[config.mk]
export PLATFORM = sky130hd
export DESIGN_NAME = disk_ctl_bitreg
export DESIGN_NICKNAME = d
export VERILOG_FILES = /design/src/rtl/disk_ctl_bitreg_pkg.sv /design/src/rtl/disk_ctl_bitreg_decode.sv /design/src/rtl/disk_ctl_bitreg_monoflop.sv /design/src/rtl/disk_ctl_bitreg_drvpick.sv /design/src/rtl/disk_ctl_bitreg.sv
export SDC_FILE = /design/constraint.sdc
export NUM_CORES = 1
export LEC_CHECK = 0
export ABC_AREA = 0
export BUFFER_PORTS_ARGS = -buffer_cell sky130_fd_sc_hd__buf_2
export CORE_UTILIZATION = 40
export CTS_CLUSTER_DIAMETER = 150
export CTS_CLUSTER_SIZE = 14
export DETAILED_ROUTE_END_ITERATION = 12
export PLACE_DENSITY = 0.74
export SYNTH_ARGS = -nofsm -noshare
export SYNTH_HDL_FRONTEND = slang
export SYNTH_HIERARCHICAL = 1
export SYNTH_SLANG_ARGS = --single-unit
[constraint.sdc]
create_clock -name clk -period 2.6 [get_ports clk]
set_input_delay 0.39 -clock clk [delete_from_list [all_inputs] [get_ports clk]]
set_output_delay 0.39 -clock clk [all_outputs]
set_load 0.02 [all_outputs]
[src/rtl/disk_ctl_bitreg_pkg.sv]
package disk_ctl_bitreg_pkg;

    localparam int unsigned NUM_DRIVES = 3;
    localparam int unsigned IDX_W      = 3;

    typedef enum logic [IDX_W-1:0] {
        IDX_CARD  = 3'd0,
        IDX_MOTOR = 3'd1,
        IDX_WAIT  = 3'd2,
        IDX_HEAD  = 3'd3,
        IDX_DRV1  = 3'd4,
        IDX_DRV2  = 3'd5,
        IDX_DRV3  = 3'd6,
        IDX_SIDE  = 3'd7
    } bit_idx_e;

    typedef struct packed {
        logic                  card;
        logic                  wait_arm;
        logic                  head;
        logic                  side;
        logic [NUM_DRIVES-1:0] dsel;
    } ctl_regs_t;

endpackage

[src/rtl/disk_ctl_bitreg_decode.sv]
module disk_ctl_bitreg_decode
    import disk_ctl_bitreg_pkg::*;
#(
    parameter logic [15:0] BASE_ADDR = 16'h1100
) (
    input  logic [15:0]      addr_i,
    input  logic             wr_i,
    output logic             hit_o,
    output logic             wr_hit_o,
    output logic [IDX_W-1:0] idx_o,
    output logic             rd_hit_o
);
    localparam logic [7:0] PAGE = BASE_ADDR[15:8];

    always_comb begin
        hit_o    = (addr_i[15:8] == PAGE);
        wr_hit_o = hit_o && wr_i;
        idx_o    = addr_i[IDX_W:1];
        rd_hit_o = hit_o && (addr_i[2:0] == 3'b000);
    end
endmodule

[src/rtl/disk_ctl_bitreg_monoflop.sv]
module disk_ctl_bitreg_monoflop #(
    parameter int unsigned MOTOR_CYCLES = 4230000
) (
    input  logic clk,
    input  logic rst_n,
    input  logic trig_wr_i,
    input  logic trig_val_i,
    output logic active_o
);
    localparam int unsigned CNT_W = $clog2(MOTOR_CYCLES + 1);
    localparam logic [CNT_W-1:0] RELOAD = CNT_W'(MOTOR_CYCLES);

    typedef struct packed {
        logic             last;
        logic [CNT_W-1:0] cnt;
    } mf_state_t;

    mf_state_t st_d, st_q;

    always_comb begin
        st_d = st_q;
        if (st_q.cnt != '0) begin
            st_d.cnt = st_q.cnt - 1'b1;
        end
        if (trig_wr_i) begin
            if (trig_val_i && !st_q.last) begin
                st_d.cnt = RELOAD;
            end
            st_d.last = trig_val_i;
        end
    end

    always_ff @(posedge clk) begin
        if (!rst_n) begin
            st_q <= '0;
        end else begin
            st_q <= st_d;
        end
    end

    assign active_o = (st_q.cnt != '0);
endmodule

[src/rtl/disk_ctl_bitreg_drvpick.sv]
module disk_ctl_bitreg_drvpick #(
    parameter int unsigned N = 3
) (
    input  logic [N-1:0] sel_i,
    output logic [N-1:0] act_o,
    output logic         none_o
);
    logic [N:0] higher;

    assign higher[N] = 1'b0;

    for (genvar g = N - 1; g >= 0; g--) begin : g_prio
        assign act_o[g]  = sel_i[g] && !higher[g+1];
        assign higher[g] = higher[g+1] || sel_i[g];
    end

    assign none_o = !higher[0];
endmodule

[src/rtl/disk_ctl_bitreg.sv]
module disk_ctl_bitreg
    import disk_ctl_bitreg_pkg::*;
#(
    parameter logic [15:0] BASE_ADDR    = 16'h1100,
    parameter int unsigned MOTOR_CYCLES = 4230000
) (
    input  logic                  clk,
    input  logic                  rst_n,
    input  logic [15:0]           io_addr,
    input  logic                  io_wr,
    input  logic                  io_wdata,
    output logic                  io_hit,
    output logic                  status_valid,
    output logic [7:0]            status_byte,
    output logic                  card_sel,
    output logic                  wait_en,
    output logic                  head_load,
    output logic                  side_sel,
    output logic                  motor_en,
    output logic [NUM_DRIVES-1:0] motor_on_n,
    output logic [NUM_DRIVES-1:0] drive_sel,
    output logic [NUM_DRIVES-1:0] drive_act,
    output logic                  drive_none
);
    logic             wr_hit;
    logic [IDX_W-1:0] idx;
    logic             motor_wr;
    ctl_regs_t        ctl_d, ctl_q;

    disk_ctl_bitreg_decode #(.BASE_ADDR(BASE_ADDR)) u_dec (
        .addr_i   (io_addr),
        .wr_i     (io_wr),
        .hit_o    (io_hit),
        .wr_hit_o (wr_hit),
        .idx_o    (idx),
        .rd_hit_o (status_valid)
    );

    assign motor_wr = wr_hit && (idx == IDX_MOTOR);

    disk_ctl_bitreg_monoflop #(.MOTOR_CYCLES(MOTOR_CYCLES)) u_mf (
        .clk        (clk),
        .rst_n      (rst_n),
        .trig_wr_i  (motor_wr),
        .trig_val_i (io_wdata),
        .active_o   (motor_en)
    );

    always_comb begin
        ctl_d = ctl_q;
        if (wr_hit) begin
            unique case (bit_idx_e'(idx))
                IDX_CARD:  ctl_d.card     = io_wdata;
                IDX_WAIT:  ctl_d.wait_arm = io_wdata;
                IDX_HEAD:  ctl_d.head     = io_wdata;
                IDX_DRV1:  ctl_d.dsel[0]  = io_wdata;
                IDX_DRV2:  ctl_d.dsel[1]  = io_wdata;
                IDX_DRV3:  ctl_d.dsel[2]  = io_wdata;
                IDX_SIDE:  ctl_d.side     = io_wdata;
                default:   ctl_d          = ctl_q;
            endcase
        end
    end

    always_ff @(posedge clk) begin
        if (!rst_n) begin
            ctl_q <= '0;
        end else begin
            ctl_q <= ctl_d;
        end
    end

    disk_ctl_bitreg_drvpick #(.N(NUM_DRIVES)) u_pick (
        .sel_i  (ctl_q.dsel),
        .act_o  (drive_act),
        .none_o (drive_none)
    );

    assign card_sel   = ctl_q.card;
    assign wait_en    = ctl_q.wait_arm;
    assign head_load  = ctl_q.head;
    assign side_sel   = ctl_q.side;
    assign drive_sel  = ctl_q.dsel;
    assign motor_on_n = {NUM_DRIVES{~motor_en}};

    assign status_byte = {ctl_q.side, 1'b1, 1'b0, ~motor_en, ctl_q.dsel, ctl_q.head};
endmodule

---- Word level (Yosys, flattened, before mapping) ----
Cells that the tools add are included.
word-level totals
  register bits after elaboration ......... 31
  bits in latches ......................... 0
  RAM bits ................................ 0
  bits in read-only memories .............. 0
  input port bits ......................... 20
  output and inout bits ................... 25
  word-level logic and storage cells ...... 44
  memories kept ........................... 0
cells by class
  $add $sub $neg .......................... 1
  multipliers ............................. 0
  div/mod/pow operators ................... 0
  order comparisons ....................... 0
  equality and inequality tests ........... 8
  shift-type cells ........................ 0
  multiplexer cells ....................... 3
  bitwise logic cells ..................... 1
  reduce and logical (&&, ||, !) cells .... 22
operators by type and width
  cell                                                 number
  two-way mux 23 bit                                   3
  nonzero test 23 bit                                  1
  subtractor 23 x 1 -> 23 bit (second input constant)  1
  AND reduction 2 bit                                  7
  == test 3 bit (second input constant)                4
  == test 8 x 5 -> 1 bit (second input constant)       1
  == test 3 x 2 -> 1 bit (second input constant)       2
  logical AND 1 bit                                    6
  zero test 3 bit                                      2
  zero test 1 bit                                      4
  == test 3 x 1 -> 1 bit (second input constant)       1
  logical OR 1 bit                                     2
  inverter 1 bit                                       1

---- Depth between registers and ports, before layout ----
Gate-level depths: netlist (run 1).
  depth after elaboration ................. 4
  gate-level depth with buffers ........... 8
  mapped depth without buffers ............ 7

---- Modules after synthesis ----
Netlist (run 1), hierarchy kept.
by module, submodules not included
  module                    instances  cells an instance  area an instance (um^2)  seq. area each (um^2)
  disk_ctl_bitreg_monoflop  1          139                1,243.7                  480.5
  disk_ctl_bitreg           1          44                 414.1                    140.1
  disk_ctl_bitreg_decode    1          10                 75.1                     0.0
  disk_ctl_bitreg_drvpick   1          4                  38.8                     0.0

---- Worst setup path before layout (run 1) ----
No wires, ideal clock.
  kind .................................... input to register
  start point ............................. input io_addr[15]
  end point ............................... register u_mf/st_q[0] in the netlist's numbering
  setup time .............................. 128 ps
  data arrival time ....................... 2,557 ps
  data required time ...................... 2,472 ps
  path slack .............................. -85 ps
  cell stages on the path ................. 8
  path buffers ............................ 1
  cell sequence ........................... or4_1 nor3_2 nor4bb_1 nand2_1 or2_2 nand2_1 clkbuf_1 nor2_1
on the way
  longest elaborated chain between the ends .. 4
RTL lines
  what                    line                            RTL
  start, declared         disk_ctl_bitreg.sv:9            input logic [15:0] io_addr,
  == test 8 x 5 -> 1 bit  disk_ctl_bitreg_decode.sv:16    hit_o = (addr_i[15:8] == PAGE);
  logical AND 1 bit       disk_ctl_bitreg_decode.sv:17    wr_hit_o = hit_o && wr_i;
  named net wr_hit        disk_ctl_bitreg.sv:25           logic wr_hit;
  logical AND 1 bit       disk_ctl_bitreg.sv:39           assign motor_wr = wr_hit && (idx == IDX_MOTOR);
  named net motor_wr      disk_ctl_bitreg.sv:27           logic motor_wr;
  two-way mux 23 bit      disk_ctl_bitreg_monoflop.sv:25  if (trig_wr_i) begin
  end signal, assigned    disk_ctl_bitreg_monoflop.sv:37  st_q <= st_d;
  end, declared           disk_ctl_bitreg_monoflop.sv:18  mf_state_t st_d, st_q;
The timed path passes the listed nets, and every way through them passes these cells.
A chain may end at the register's enable or synchronous reset.

---- Worst setup path in the final report (run 1) ----
  start point ............................. register u_mf/st_q[12] in the netlist's numbering
  end point ............................... output motor_on_n[2]
on the way
  longest elaborated chain between the ends .. 2
RTL lines
  what                 line                            RTL
  nonzero test 23 bit  disk_ctl_bitreg_monoflop.sv:41  assign active_o = (st_q.cnt != '0);
  inverter 1 bit       disk_ctl_bitreg.sv:84           assign motor_on_n = {NUM_DRIVES{~motor_en}};
  end, declared        disk_ctl_bitreg.sv:20           output logic [NUM_DRIVES-1:0] motor_on_n,
Every way passes these cells.

==> results of run 1 <==
path summary, 6_finish.rpt:
kind | to | slack (ns) | cells after the start
max | motor_on_n[2] | 0.10 | 5
min | u_mf/st_q[23] | 0.43 | 3
max reg2reg | u_mf/st_q[15] | 0.39 | 6
min reg2reg | card_sel | 0.46 | 2
area by class of cell:
cell class,count,share of cell area [%]
Clock buffer,8,4.88
Inverter,6,1.10
Multi-Input combinational cell,140,48.0
Sequential cell,31,30.2
Tap cell,50,3.05
Timing Repair Buffer,46,12.8
through the flow:
step           util, %  worst slack, ns  instance area, um^2
2_1_floorplan        -           0.0122                 1770
4_1_cts           49.9           0.0853                 2050
3_3_place_gp      47.5           0.0758                 1950
5_1_grt           49.9          0.00619                 2050
6_report          49.9            0.102                 2050
3_5_place_dp      47.5           0.0217                 1950
sequential cells by signal, indices dropped and copies added (netlist names):
register and count:
wait_en 1, head_load 1, card_sel 1, u_mf/st_q 24, side_sel 1, drive_sel 3
power groups by stage:
stage	registers (mW)	clock network [mW]	logic [mW]
floorplan	0.800	0	1.32
global placement	0.838	0	1.59
detailed placement	0.850	0	1.61
CTS	0.841	0.424	1.62
global route	0.870	0.445	1.82
finish	0.843	0.412	1.62
synth_stat cells (all sizes together), types with 4 or more instances:
master and number:
dfxtp 31, nor2 20, buf 17, xor2 13, nand2 12, or4 8, mux2i 7, nor4 7
o21ai 7, inv 6, nor3 6, o31a 6, or3 6, a21boi 5, a21oi 4, nand4b 4
worst max-delay path, stage by stage, from the launching register on:
cell and delay, ns:
dfxtp_1 0.36, or4_4 0.58, or3_1 0.38, or2_0 0.25, inv_1 0.10, buf_2 0.17
routing by layer:
metal | share of wire (%) | vias to the layer above | global-route usage, %
met3 | 3.2 | 5 | 5.10
li1 | - | 759 | -
met4 | 1.3 | 0 | 5.47
met1 | 48 | 665 | 20.3
met2 | 47 | 14 | 27.6
met5 | 0 | - | 0
logic make-up (layout without fill, tap and decap cells):
group | Yosys count | count (layout)
AO/OA/AOI/OAI | 32 | 32
adder cells (fa/ha/maj) | 2 | 2
multiplexers | 7 | 7
XOR/XNOR | 14 | 14
other | 2 | 2
buffers and inverters | 26 | 60
flip-flops | 31 | 31
AND/OR/NAND/NOR | 83 | 83
==> metrics.md, run 1 <==
| Metric | Value |
|---|---|
| Outcome | complete, no violations |
| Kind of critical path | flop to output pin |
| Cts hold-fix bufs | 0 |
| Area contributors post-synth | dfxtp_1 35%, xor2_1 6.4%, buf_4 5.9% |
| Core area | 4120 um^2 |
| Min Tclk post-route | 2.50 ns |
| Total I/O pin count | 45 |
| Bufs on Longest Clock Path | 2 |
| Post-synth top flop | dfxtp_1 |
| Die Wd | 68.6 um |
| Finish-stage setup viols | 0 |
| Leakage power | 0.893 nW |
| Post-Layout Cell Count | 281 |
| Synth cell types | 46 |
| Clock Sinks | 31 |
| Sequential area share after synthesis | 35.0% |
| Slew Viols, Final | 0 |
| Initial antenna violation count | 0 |
| Period utilization | 96.1% |
| Yosys warns | 6 |
| CP Launch Type | flop |
| Most common cell after layout, fill and taps aside | buf_2 |
| Routed len/inst | 12.4 um |
| WHS | 0.425 ns |
| WP data required | 2.21 ns |
| TritonCTS buffer count | 5 |
| Synth async-reset ratio | 0% |
| Setup bufs post-CTS | 0 |
| Synth Area in XOR/XNOR | 6.92% |
| Placed cell count | 273 |
| Setup TNS | 0 ns |
| Starting DRC count in detailed routing | 59 |
| Post-synthesis simple-gate area fraction | 29.1% |
| Hold/Removal Path Class | primary input to flop |
| Pin count of the biggest net entering global routing | 19 |
| First-pass GRT wire length | 5.80 mm |
| Synth area leader | dfxtp_1 |
| Worst-skew pair later-pin latency | 0.28 ns |
| PostCTS Resize Cnt | 0 |
| CTS tree | done |
| Worst Hold Launch | io_wdata |
| Fill cells | 409 |
| Crit-path max FO | 6 |
| Die height | 68.6 um |
| ANT cells | 0 |
| Internal power | 1.62 mW |
| Post-Synthesis Mean Instance Area | 8.99 um^2 |
| GRT Util Overall | 16.6% |
| Placer Congestion | 0.785 |
| PortBufs | 38 |
| Crit path launch | u_mf/st_q[12] |
| Synthesized-area fraction occupied by adder cells | 1.41% |
| Comb power frac | 56.3% |
| Worst Setup End Kind | output pin |
| Starting Density | 43.1% |
| Register area | 621 um^2 |
| Dpl hpwl | 2.57 mm |
| DR pass1 iterations | 4 |
| Clock network power share | 14.4% |
| RSZ-0062 raised after global routing | false |
| Vias in the first global route | 1307 |
| Post-synthesis cell count | 197 |
| Pwr Total | 2.87 mW |
| Register share of total power | 29.4% |
| # DRC | 0 |
| Post-synthesis compound-gate area fraction | 13.8% |
| Footprint of the multi-input gates | 985 um^2 |
| Depth of the CTS H-tree | 2 |
| Proportion of synthesized area in mux cells | 3.95% |
| R2r startpoint | u_mf/st_q[12] |
| Commonest cells after routing, fill and taps aside | 38 x buf_2, 31 x dfxtp_1, 20 x nor2_1 |
| WL final | 3.49 mm |
| Ratio of cells with drive above 1 in the final layout | 29.4% |
| Pwr Density | 1400 nW/um^2 |
| Crit path DAT | 2.11 ns |
| Post-DRT Antenna Nets | 0 |
| GRT Residual Overflow | 0 |
| Hold Vio Cnt, Final | 0 |
| CTS root buf | clkbuf_8 |
| Syn_nets | 219 |
| Vias post-DR | 1443 |
| Maximum clock frequency | 0.400 GHz |
| Peak VDD IR | 0.538 mV |
| Rows | 23 |
| Clk slew on worst S/H paths | 0.06 ns |
| Die area | 4700 um^2 |
| Total net switching power | 1.25 mW |
| Yosys top cell area share | 35.0% |
| Sw Share | 43.6% |
| Post-synthesis cell area | 1770 um^2 |
| Post-synth EDFFs | 0 |
| Flops & latches, synth | 31 |
| Layout Skew | 0.00353 ns |
| Final #Nets | 252 |
| Layout area overhead | 15.9% |
| Largest family of logic cells by synthesized area | simple AND/OR/NAND/NOR gates |
| Vias per std cell | 5.14 |
| Max-cap violations | 0 |
Note: power is estimated with default switching activity, not from simulation.
==> run 2, diff against run 1 <==
- CTS_BUF_LIST: not set -> sky130_fd_sc_hd__clkbuf_4 sky130_fd_sc_hd__clkbuf_8
==> metrics.md, run 2 (synthesis results as in run 1) <==
| Metric | Value |
|---|---|
| Layout Skew | 0.00296 ns (-0.000570 ns) |
| Register share of total power | 29.3% (about the same) |
| # DRC | 0 (unchanged) |
| Finish-stage setup viols | 0 (unchanged) |
| Pwr Density | 1400 nW/um^2 (+0.23%) |
| Final #Nets | 252 (unchanged) |
| GRT Residual Overflow | 0 (unchanged) |
| Pwr Total | 2.88 mW (+0.41%) |
| Starting Density | 43.1% (unchanged) |
| R2r startpoint | u_mf/st_q[12] |
| Most common cell after layout, fill and taps aside | buf_2 |
| Comb power frac | 56.1% (-0.2 points) |
| Vias in the first global route | 1303 (-0.31%) |
| CTS tree | done |
| CTS root buf | clkbuf_8 |
| Rows | 23 (unchanged) |
| R2R depth | 6 (unchanged) |
| Clock network power share | 14.7% (+0.3 points) |
| Leakage power | 0.896 nW (+0.38%) |
| Total I/O pin count | 45 (unchanged) |
| Total net switching power | 1.25 mW (+0.10%) |
| Worst Hold Launch | io_wdata |
| Dpl hpwl | 2.57 mm (unchanged) |
| Reg2reg setup slack | 0.39 ns (about the same) |
| Hold Vio Cnt, Final | 0 (unchanged) |
| TritonCTS buffer count | 5 (unchanged) |
| Worst Setup End Kind | output pin |
| Cts hold-fix bufs | 0 (unchanged) |
| Bufs on Longest Clock Path | 2 (unchanged) |
| RSZ-0062 raised after global routing | false |
| GRT Util Overall | 16.6% (unchanged) |
| ANT cells | 0 (unchanged) |
| Slew Viols, Final | 0 (unchanged) |
| Die Wd | 68.6 um (unchanged) |
| WP data required | 2.21 ns (about the same) |
| Maximum clock frequency | 0.400 GHz (about the same) |
| Hold EP | u_mf/st_q[23] |
| Hold depth | 3 (unchanged) |
| DR pass1 iterations | 4 (unchanged) |
| Crit-path max FO | 6 (unchanged) |
| Clock Sinks | 31 (unchanged) |
| Reg with most FFs | u_mf/st_q |
| Internal power | 1.63 mW (+0.64%) |
| Depth of the CTS H-tree | 2 (unchanged) |
| PnR worst setup slack | 0.102 ns (-0.00000600 ns) |
| CP Launch Type | flop |
| Outcome | complete, no violations |
| Max FFs per register | 24 (unchanged) |
| Ratio of cells with drive above 1 in the final layout | 29.9% (+0.43 points) |
| Min Tclk post-route | 2.50 ns (+0.00000600 ns) |
| Worst-skew pair later-pin latency | 0.28 ns (about the same) |
| Kind of critical path | flop to output pin |
| Starting DRC count in detailed routing | 54 (-8.5%) |
| Vias per std cell | 5.15 (+0.21%) |
| Max-cap violations | 0 (unchanged) |
| Period utilization | 96.1% (about the same) |
| Vias post-DR | 1446 (+0.21%) |
| Clk slew on worst S/H paths | 0.06 ns (about the same) |
| Dpl ws | 0.0217 ns (unchanged) |
| Reg2reg end | u_mf/st_q[15] |
| Commonest cells after routing, fill and taps aside | 38 x buf_2, 31 x dfxtp_1, 20 x nor2_1 |
| Post-DRT Antenna Nets | 0 (unchanged) |
| Routed len/inst | 12.4 um (about the same) |
| Setup TNS | 0 ns (unchanged) |
| First-pass GRT wire length | 5.79 mm (-0.12%) |
| Die height | 68.6 um (unchanged) |
| PostCTS Resize Cnt | 0 (unchanged) |
| WL final | 3.49 mm (about the same) |
| Die area | 4700 um^2 (unchanged) |
| PortBufs | 38 (unchanged) |
| Hold/Removal Path Class | primary input to flop |
| Sw Share | 43.5% (-0.13 points) |
| Pin count of the biggest net entering global routing | 19 (unchanged) |
| Peak VDD IR | 0.538 mV (about the same) |
| Layout area overhead | 16.1% |
| Placer Congestion | 0.785 (unchanged) |
| Core area | 4120 um^2 (unchanged) |
| Initial antenna violation count | 0 (unchanged) |
| Setup bufs post-CTS | 0 (unchanged) |
| Crit path DAT | 2.11 ns (about the same) |
[run 2: cell counts in the layout (fill, tap and decap cells not counted)]
Identical to the previous run, type by type.
[run 2: worst max path at each step]
stage	from	to	slack (ns)	cells past startpoint
after CTS	u_mf/st_q[12]	motor_on_n[2]	0.09	5
final	u_mf/st_q[12]	motor_on_n[2]	0.10	5
after global placement	io_addr[15]	u_mf/st_q[19]	0.08	9
after floorplan	io_addr[15]	u_mf/st_q[0]	0.01	8
after detailed placement	io_addr[15]	u_mf/st_q[13]	0.02	9
after global routing	u_mf/st_q[12]	motor_on_n[0]	0.006	5
[run 2: layout make-up]
cell class,count,area [um^2]
multi-input cells,140,985
repair buffers,46,263
inverters,6,22.5
clock buffers,8,104
flip-flops and latches,31,621
well taps,50,62.6
fillers,407,2060
[run 2: power groups by stage]
stage | Combinational (mW) | Sequential [mW] | Clock, mW
global route | 1.82 | 0.870 | 0.457
CTS | 1.62 | 0.841 | 0.435
global placement | 1.59 | 0.838 | 0
detailed placement | 1.61 | 0.850 | 0
finish | 1.62 | 0.843 | 0.423
floorplan | 1.32 | 0.800 | 0
[run 2: through the flow]
stage | instances | utilization, % | area, um^2 | hold WS, ns
detailed placement | 273 | 47.5 | 1950 | 0.452
floorplan | 197 | - | 1770 | 0.452
CTS | 281 | 50.0 | 2060 | 0.420
global placement | 273 | 47.5 | 1950 | 0.448
global route | 281 | 50.0 | 2060 | 0.426
finish | 281 | 50.0 | 2060 | 0.427
[run 2: critical path, cell delays in order (launching register included)]
cell and delay, ns:
dfxtp_1 0.36, or4_4 0.58, or3_1 0.38, or2_0 0.25, inv_1 0.10, buf_2 0.17
[run 2: layer usage]
metal	up-vias	global-route usage, %	part of all wire, %
met5	-	0	0
met4	0	5.47	1.3
met3	5	5.10	2.9
met2	12	27.3	47
met1	670	20.5	48
li1	759	-	-
==> run 3, diff against run 2 <==
- clock period: 2.6 -> 2.05 ns (I/O delays scaled with it)
==> metrics.md, run 3 (synthesis results as in run 1) <==
| Metric | Value |
|---|---|
| Outcome | complete, but fails checks |
| Failing checks | setup timing |
| Worst Setup End Kind | output pin |
| Comb power frac | 68.7% (+13 points) |
| Sw Share | 42.3% (-1.2 points) |
| Layout area overhead | 34.5% |
| Kind of critical path | flop to output pin |
| Worst Hold Launch | io_wdata |
| Fill cells | 383 (-5.9%) |
| Leakage power | 1.06 nW (+18%) |
| Placed inst area | 2170 um^2 (+11%) |
| R2r startpoint | u_mf/st_q[15] |
| Pwr Density | 1990 nW/um^2 (+42%) |
| Bufs on Longest Clock Path | 2 (unchanged) |
| Most common cell after layout, fill and taps aside | buf_4 |
| PnR worst setup slack | -0.299 ns (-0.401 ns) |
| Reg2reg setup slack | -0.19 ns (-0.58 ns) |
| Routed len/inst | 13.0 um (+4.2%) |
| Layout Skew | 0.00585 ns (+0.00289 ns) |
| Ratio of cells with drive above 1 in the final layout | 44.3% (+14 points) |
| CTS root buf | clkbuf_8 |
| WHS | 0.345 ns (-0.0821 ns) |
| WP data required | 1.74 ns (-0.47 ns) |
| WL final | 4.04 mm (+16%) |
| Peak VDD IR | 0.942 mV (+75%) |
| Depth of the CTS H-tree | 2 (unchanged) |
| Vias per std cell | 5.26 (+2.1%) |
| TritonCTS buffer count | 5 (unchanged) |
| R2R depth | 7 (+1) |
| Dpl ws | -0.129 ns (-0.151 ns) |
| Internal power | 2.74 mW (+68%) |
| Starting Density | 43.1% (unchanged) |
| Dpl hpwl | 2.81 mm (+9.4%) |
| Clock network power share | 10.3% (-4.4 points) |
| Rows | 23 (unchanged) |
| Slew Viols, Final | 0 (unchanged) |
| WL met3 | 220 um (+110%) |
| Placer Congestion | 0.817 (+4.2%) |
| Total I/O pin count | 45 (unchanged) |
| Hold depth | 3 (unchanged) |
| Die Wd | 68.6 um (unchanged) |
| Die area | 4700 um^2 (unchanged) |
| GRT Util Overall | 18.7% (+2.1 points) |
| Reg2reg end | u_mf/st_q[11] |
| Hold EP | u_mf/st_q[23] |
| Clk slew on worst S/H paths | 0.07 ns (about the same) |
| Core area | 4120 um^2 (unchanged) |
| Die height | 68.6 um (unchanged) |
| Vias post-DR | 1640 (+13%) |
| Final Instance Area | 2380 um^2 (+16%) |
| RSZ-0062 raised after global routing | true |
| Wl on met1 | 1.83 mm (+8.8%) |
| Reg with most FFs | u_mf/st_q |
| Max-cap violations | 0 (unchanged) |
| GRT Residual Overflow | 0 (unchanged) |
| Hold/Removal Path Class | primary input to flop |
| Crit path DAT | 2.04 ns (-0.07 ns) |
| ANT cells | 0 (unchanged) |
| CTS tree | done |
| CP Launch Type | flop |
| Period utilization | 115% |
| Initial antenna violation count | 0 (unchanged) |
| Met2 routed WL | 1.89 mm (+14%) |
| DR pass1 iterations | 4 (unchanged) |
| PortBufs | 38 (unchanged) |
| Commonest cells after routing, fill and taps aside | 40 x buf_4, 34 x buf_2, 29 x dfxtp_1 |
| Post-Layout Cell Count | 312 (+11%) |
| Max FFs per register | 24 (unchanged) |
| Register share of total power | 21.0% (-8.3 points) |
| Placed cell count | 299 (+9.5%) |
| Clock Sinks | 31 (unchanged) |
| Maximum clock frequency | 0.426 GHz |
| Hold Vio Cnt, Final | 0 (unchanged) |
| Final #Nets | 283 (+12%) |
| Starting DRC count in detailed routing | 50 (-7.4%) |
| Total net switching power | 2.01 mW (+60%) |
| Finish-stage setup viols | 16 (+16) |
| Max Used Layer | met4 |
| Min Tclk post-route | 2.35 ns |
| Pin count of the biggest net entering global routing | 19 (unchanged) |
| # DRC | 0 (unchanged) |
| First-pass GRT wire length | 6.38 mm (+10%) |
| Worst-skew pair later-pin latency | 0.29 ns (about the same) |
| Crit-path max FO | 4 (-2) |
| Vias in the first global route | 1476 (+13%) |
| Post-DRT Antenna Nets | 0 (unchanged) |
==> run 3: worst max-delay path by stage <==
stage	from	end	slack, ns
3_5_place_dp	io_addr[15]	u_mf/st_q[10]	-0.13
3_3_place_gp	io_addr[15]	u_mf/st_q[10]	-0.12
4_1_cts	u_mf/st_q[15]	motor_on_n[2]	-0.31
5_1_grt	u_mf/st_q[15]	motor_on_n[2]	-0.35
6_report	u_mf/st_q[15]	motor_on_n[2]	-0.30
2_1_floorplan	u_mf/st_q[13]	motor_on_n[1]	-0.26
==> run 3: timing repair <==
action,CTS,global route
hold buffers,0,0
endpoints found under the setup margin,13,22
hold endpoints to repair,0,0
pin swaps,1,8
resized for setup,12,16
buffers inserted,2,3
==> run 3: metrics by stage <==
step / TNS [ns] / util [%] / power, mW
2_1_floorplan: -1.84 / - / 2.74
3_3_place_gp: -2.57 / 52.7 / 3.54
3_5_place_dp: -2.77 / 52.7 / 3.61
4_1_cts: -1.51 / 56.2 / 4.39
5_1_grt: -3.44 / 57.9 / 5.05
6_report: -2.47 / 57.9 / 4.75
==> run 3: area by class of cell <==
| type | instances | area, um^2 | area share [%] |
|---|---|---|---|
| Multi-Input combinational cell | 140 | 1070 | 45.1 |
| Sequential cell | 31 | 623 | 26.2 |
| Timing Repair Buffer | 77 | 508 | 21.3 |
| Clock buffer | 7 | 83.8 | 3.52 |
| Tap cell | 50 | 62.6 | 2.63 |
| Inverter | 6 | 26.3 | 1.10 |
| Clock inverter | 1 | 5.00 | 0.210 |
==> run 3: critical path, cell delays in order (launching register included) <==
cell        delay (ns)
dfxtp_1           0.32
or4_4             0.54
or3_4             0.40
or2_4             0.27
clkinvlp_4        0.09
buf_4             0.14
==> run 3: power by group through the flow <==
stage	Clock, mW	Combinational [mW]	Sequential, mW
floorplan	0	1.72	1.02
global placement	0	2.56	0.979
detailed placement	0	2.62	0.990
CTS	0.503	2.90	0.984
global route	0.523	3.51	1.02
finish	0.489	3.27	0.996
==> run 3: layer usage <==
metal  up-vias  GRT usage [%]
met5         -              0
li1        822              -
met2        49           29.5
met1       759           23.1
met4         0           9.38
met3        10           5.10
